===== src/rtl/sfo_pkg.sv =====
package sfo_pkg;

    typedef enum logic [1:0] {
        ST_ACC  = 2'd0,
        ST_CTRL = 2'd1,
        ST_DONE = 2'd2
    } sfo_state_t;

    typedef enum logic [1:0] {
        CMD_CONT   = 2'd0,
        CMD_FLUSH  = 2'd1,
        CMD_FINISH = 2'd2,
        CMD_RSVD   = 2'd3
    } sfo_cmd_t;

    localparam int unsigned SFO_NUM_IN = 2;
    localparam int unsigned SFO_IN_A   = 0;
    localparam int unsigned SFO_IN_B   = 1;

    // Required-input set per state: bit SFO_IN_A = operand, bit SFO_IN_B = command
    function automatic logic [SFO_NUM_IN-1:0] sfo_req_set(input sfo_state_t st);
        logic [SFO_NUM_IN-1:0] m;
        m = '0;
        unique case (st)
            ST_ACC:  m[SFO_IN_A] = 1'b1;
            ST_CTRL: m[SFO_IN_B] = 1'b1;
            ST_DONE: m = '0;
            default: m = '0;
        endcase
        return m;
    endfunction

    function automatic logic sfo_cmd_emits(input logic [1:0] c);
        return (c == CMD_FLUSH) || (c == CMD_FINISH);
    endfunction

endpackage


===== src/rtl/sfo_fire_gate.sv =====
module sfo_fire_gate #(
    parameter int unsigned N_IN = 2
) (
    input  logic [N_IN-1:0] req,
    input  logic [N_IN-1:0] in_valid,
    input  logic            wants_emit,
    input  logic            out_ready,
    output logic [N_IN-1:0] in_ready,
    output logic            fire
);
    logic [N_IN-1:0] sat;
    logic            emit_ok;

    assign sat     = in_valid | ~req;
    assign emit_ok = !wants_emit || out_ready;
    assign fire    = (|req) && (&sat) && emit_ok;

    for (genvar k = 0; k < N_IN; k++) begin : g_rdy
        logic [N_IN-1:0] others;
        assign others      = sat | (N_IN'(1) << k);
        assign in_ready[k] = req[k] && (&others) && emit_ok;
    end

endmodule


===== src/rtl/sfo_accum.sv =====
module sfo_accum #(
    parameter int unsigned DATA_W = 8,
    parameter int unsigned ACC_W  = 16
) (
    input  logic              clk,
    input  logic              rst,
    input  logic              add_en,
    input  logic              clr,
    input  logic [DATA_W-1:0] add_val,
    output logic [ACC_W-1:0]  acc
);
    localparam int unsigned SHIFTED_W = DATA_W + 1;

    logic [ACC_W-1:0] addend;

    assign addend = ACC_W'({add_val, 1'b0});

    always_ff @(posedge clk) begin
        if (rst) begin
            acc <= '0;
        end else if (clr) begin
            acc <= '0;
        end else if (add_en) begin
            acc <= acc + addend;
        end
    end


    acc_add_chk: assert property (@(posedge clk) disable iff (rst)
        add_en && !clr |=> (acc - $past(acc)) == ACC_W'($past({add_val, 1'b0})));


    acc_clear_chk: assert property (@(posedge clk) disable iff (rst)
        clr |=> acc == '0);


    acc_hold_chk: assert property (@(posedge clk) disable iff (rst)
        !add_en && !clr |=> $stable(acc));

    initial begin
        assert (SHIFTED_W <= ACC_W) else $error("ACC_W too narrow for 2*operand");
    end

endmodule


===== src/rtl/sfo_stream_op.sv =====
module sfo_stream_op #(
    parameter int unsigned DATA_W = 8,
    parameter int unsigned ACC_W  = 16
) (
    input  logic              clk,
    input  logic              rst,
    input  logic              a_valid,
    output logic              a_ready,
    input  logic [DATA_W-1:0] a_data,
    input  logic              b_valid,
    output logic              b_ready,
    input  logic [1:0]        b_cmd,
    output logic              y_valid,
    input  logic              y_ready,
    output logic [ACC_W-1:0]  y_data,
    output logic              done
);
    import sfo_pkg::*;

    sfo_state_t              state_q, state_d;
    logic [SFO_NUM_IN-1:0]   req;
    logic [SFO_NUM_IN-1:0]   in_valid;
    logic [SFO_NUM_IN-1:0]   in_ready;
    logic                    fire;
    logic                    cmd_emit;
    logic                    wants_emit;
    logic                    add_en;
    logic                    clr;
    logic [ACC_W-1:0]        acc;

    assign req        = sfo_req_set(state_q);
    assign cmd_emit   = sfo_cmd_emits(b_cmd);
    assign wants_emit = (state_q == ST_CTRL) && cmd_emit;

    assign in_valid[SFO_IN_A] = a_valid;
    assign in_valid[SFO_IN_B] = b_valid;

    sfo_fire_gate #(.N_IN(SFO_NUM_IN)) u_gate (
        .req        (req),
        .in_valid   (in_valid),
        .wants_emit (wants_emit),
        .out_ready  (y_ready),
        .in_ready   (in_ready),
        .fire       (fire)
    );

    sfo_accum #(.DATA_W(DATA_W), .ACC_W(ACC_W)) u_acc (
        .clk     (clk),
        .rst     (rst),
        .add_en  (add_en),
        .clr     (clr),
        .add_val (a_data),
        .acc     (acc)
    );

    // State register
    always_ff @(posedge clk) begin
        if (rst) state_q <= ST_ACC;
        else     state_q <= state_d;
    end

    // Next state
    always_comb begin
        state_d = state_q;
        unique case (state_q)
            ST_ACC: begin
                if (fire) state_d = ST_CTRL;
            end
            ST_CTRL: begin
                if (fire) begin
                    unique case (sfo_cmd_t'(b_cmd))
                        CMD_FINISH: state_d = ST_DONE;
                        CMD_CONT, CMD_FLUSH, CMD_RSVD: state_d = ST_ACC;
                        default: state_d = ST_ACC;
                    endcase
                end
            end
            ST_DONE: state_d = ST_DONE;
            default: state_d = ST_ACC;
        endcase
    end

    // Outputs
    always_comb begin
        a_ready = in_ready[SFO_IN_A];
        b_ready = in_ready[SFO_IN_B];
        y_valid = 1'b0;
        add_en  = 1'b0;
        clr     = 1'b0;
        unique case (state_q)
            ST_ACC: begin
                add_en = fire;
            end
            ST_CTRL: begin
                y_valid = b_valid && cmd_emit;
                clr     = fire && (b_cmd == CMD_FLUSH);
            end
            ST_DONE: begin
                y_valid = 1'b0;
            end
            default: begin
                y_valid = 1'b0;
            end
        endcase
    end

    assign y_data = acc;
    assign done   = (state_q == ST_DONE);


    ready_excl_chk: assert property (@(posedge clk) disable iff (rst)
        $onehot0({a_ready, b_ready}));


    stall_chk: assert property (@(posedge clk) disable iff (rst)
        y_valid && !y_ready |-> !b_ready);


    stall_hold_chk: assert property (@(posedge clk) disable iff (rst)
        y_valid && !y_ready |=> $stable(acc) && $stable(state_q));


    done_sticky_chk: assert property (@(posedge clk) disable iff (rst)
        done |=> done);


    done_quiet_chk: assert property (@(posedge clk) disable iff (rst)
        done |-> !a_ready && !b_ready && !y_valid);


    flush_chk: assert property (@(posedge clk) disable iff (rst)
        b_valid && b_ready && b_cmd == 2'd1 |=> acc == '0 && state_q == ST_ACC);


    yvalid_state_chk: assert property (@(posedge clk) disable iff (rst)
        y_valid |-> state_q == ST_CTRL && b_valid);


    a_ignored_chk: assert property (@(posedge clk) disable iff (rst)
        state_q == ST_CTRL && a_valid |-> !a_ready);

endmodule


===== config.mk =====
export PLATFORM = sky130hd
export DESIGN_NAME = sfo_stream_op
export DESIGN_NICKNAME = d
export VERILOG_FILES = /design/src/rtl/sfo_pkg.sv /design/src/rtl/sfo_fire_gate.sv /design/src/rtl/sfo_accum.sv /design/src/rtl/sfo_stream_op.sv
export SDC_FILE = /design/constraint.sdc
export NUM_CORES = 1
export LEC_CHECK = 0
export ABC_CLOCK_PERIOD_IN_PS = 3300
export BUFFER_PORTS_ARGS = -buffer_cell sky130_fd_sc_hd__buf_4
export CAP_MARGIN = 0
export CORE_ASPECT_RATIO = 0.7
export CORE_MARGIN = 4
export CORE_UTILIZATION = 35
export DETAILED_ROUTE_END_ITERATION = 16
export PLACE_DENSITY = 0.6
export SLEW_MARGIN = 30
export SYNTH_ARGS = -nofsm -noshare
export SYNTH_HDL_FRONTEND = slang
export SYNTH_HIERARCHICAL = 1
export SYNTH_SLANG_ARGS = --single-unit

===== constraint.sdc =====
create_clock -name clk -period 3.3 [get_ports clk]
set_input_delay 0.33 -clock clk [delete_from_list [all_inputs] [get_ports clk]]
set_output_delay 0.33 -clock clk [all_outputs]
set_load 0.01 [all_outputs]

==> results.toml <==
[run_status]
status = "completed"

[critical_path]
cp-start-kind = "flip-flop"
critPathKind = "reg -> reg"
arrival_ns = 2.66
worstPathMaxFanout = 12
end_kind = "flip-flop"
r2r_cells = 10
critPathRequiredTime_ns = 3.48

[timing]
timing.hold.ws_ns = 0.2560
skew_ns = 0.001251
finalSetupViolations = 0
final_hold_viol_count = 0
tns_ns = 0
max_freq_mhz = 402.8
post-route-min-period_ns = 2.482
drv_slew = 0
rsz0062_at_grt = "no"
fin_crit_sh = 0.7522

[clock_network]
cts_tree = "done"
postCtsSetupBuffers = 0
clock_sinks = 17
clkTransAtPathRegs_ns = 0.06
cts_made_buffers = 3
cts_htree_levels = 1
cts_resized = 0
clk_latency_ns = 0.25
cts_root_buf = "clkbuf_8"
clockBufferDepth = 2
ctsHoldBuffers = 0

[finish]
final_common_cell = "buf_4"
nets = 197
final_cells = 208
mostFrequentLayoutCells = "buf_4 (34), dfxtp_1 (17), a21oi_1 (12), nor2_1 (11), ha_1 (10)"
num_antenna_cells = 0
layout-drive-gt1-share = 0.2765
fill_cells = 325
fin_area_um2 = 1485
syn_to_final_growth_pct = 28.32

[detailed_routing]
first_iter_violations = 56
viasPerCell = 5.231
dr_total_vias = 1088
routed_wl_mm = 2.731
drc_errors = 0
wl_per_cell_um = 13.13
postRouteAntennaNets = 0
drt_first_pass_iters = 4

[logic_synthesis]
ys.flop_type = "dfxtp_1"
synthTopCellsByArea = "dfxtp_1 (29%), ha_1 (11%), a21oi_1 (5.2%)"
syn_avg_cell_area_um2 = 8.510
syn-instance-count = 136
ys_types = 42
yosys.area.top_type = "dfxtp_1"
synth_edf_count = 0
synthArstFlopShare = 0
syn_area_um2 = 1157
seq_area_frac_synth = 0.2941
yosysWarnings = 6
yosysTopAreaCellShare = 0.2941
synth-seq-cells = 17
synth_fp_nets = 162

[power]
p_int_mw = 0.6226
p_per_area_nw_per_um2 = 721.4
switching_share = 0.4188
comb_power_share = 0.574
switching_power_mw = 0.4487
power_mw = 1.071
seqPwrFrac = 0.285
p_clk_frac = 0.142
peakVddDrop_mv = 0.1926
p_leak_nw = 0.6629

[die]
die_w_um = 76.73
start_util = 0.3652
pin_count = 35
die_y_um = 56.11
coreArea_um2 = 3169
rows = 17
die_area_um2 = 4305

[placed_design]
dp_hpwl_mm = 2.208
dpl.cell_count = 204
port_buffers = 33
gp_congestion = 0.8080
placed_area_um2 = 1440

[global_route]
grt_max_degree = 16
gr-total-overflow = 0
grt_pass1_vias = 1019
grt_first_pass_wirelength_mm = 4.560
track_usage = 0.1291
antenna_found_initial = 0

[job]
cap_violations = 0

[min_path]
holdPathStages = 2
hold_path_class = "in -> reg"
## per-stage QoR
step | util | setup slack (ns)
CTS | 0.4686 | 0.8246
floorplan | - | 0.8925
detailed placement | 0.4544 | 0.5775
finish | 0.4686 | 0.8176
global placement | 0.4544 | 0.6414
global route | 0.4686 | 0.5847
## path summary, 6_finish.rpt
check / start / to / slack, ns
setup / recovery: state_q[1] / u_acc/acc[13] / 0.82
setup reg to reg: state_q[1] / u_acc/acc[13] / 0.82
hold reg to reg: u_acc/acc[15] / u_acc/acc[15] / 0.50
hold / removal: rst / state_q[1] / 0.26
## worst max-delay path, stage by stage (launching register included)
cell and delay, ns:
dfxtp_1 0.45, nor3b_2 0.09, nor2b_1 0.17, nor4_2 0.43
and2_1 0.20, buf_4 0.21, inv_1 0.13, nor3_1 0.20
nand2_1 0.08, or3_1 0.31, a21oi_1 0.14
## flip-flops by register name (all words and copies together) (netlist names)
name,count
u_acc/acc,15
state_q,2
## kinds of logic after synthesis
group	after synthesis	synth area share
simple gates	53	0.2616
compound gates	32	0.1773
flops	17	0.2941
fa+ha+maj	11	0.1254
buf+inv	9	0.03352
xor+xnor	7	0.05297
mux	6	0.05189
other cells	1	0.003240
## power by group through the flow
| stage | Sequential [mW] | Combinational (mW) | Clock, mW |
|---|---|---|---|
| after CTS | 0.305 | 0.618 | 0.159 |
| after floorplan | 0.319 | 0.405 | 0 |
| final | 0.305 | 0.614 | 0.152 |
| after detailed placement | 0.308 | 0.615 | 0 |
| after global routing | 0.313 | 0.686 | 0.165 |
| after global placement | 0.307 | 0.602 | 0 |
## per-layer routing
metal,vias to the layer above,routed length (µm),GRT usage
met2,30,1217,0.1998
met3,2,177,0.04369
met4,0,12,0.02326
li1,554,-,-
met1,502,1322,0.1748
met5,-,0,0
## final cells by class
type,count,area [µm²],area share
Multi-Input combinational cell,110,778.2,0.5240
Sequential cell,17,340.3,0.2291
Timing Repair Buffer,34,255.2,0.1719
Tap cell,38,47.55,0.03201
Clock buffer,4,45.04,0.03033
Inverter,5,18.77,0.01264
## synthesized netlist by cell type (all sizes together) (4+ instances only)
library cell  number
or3                6
a21oi             13
nor2              11
nor2b              4
nor3               4
mux2i              6
inv                5
dfxtp             17
nand2              9
xor2               4
ha                10
o21ai              9
Power figures use the tool's default switching activity.
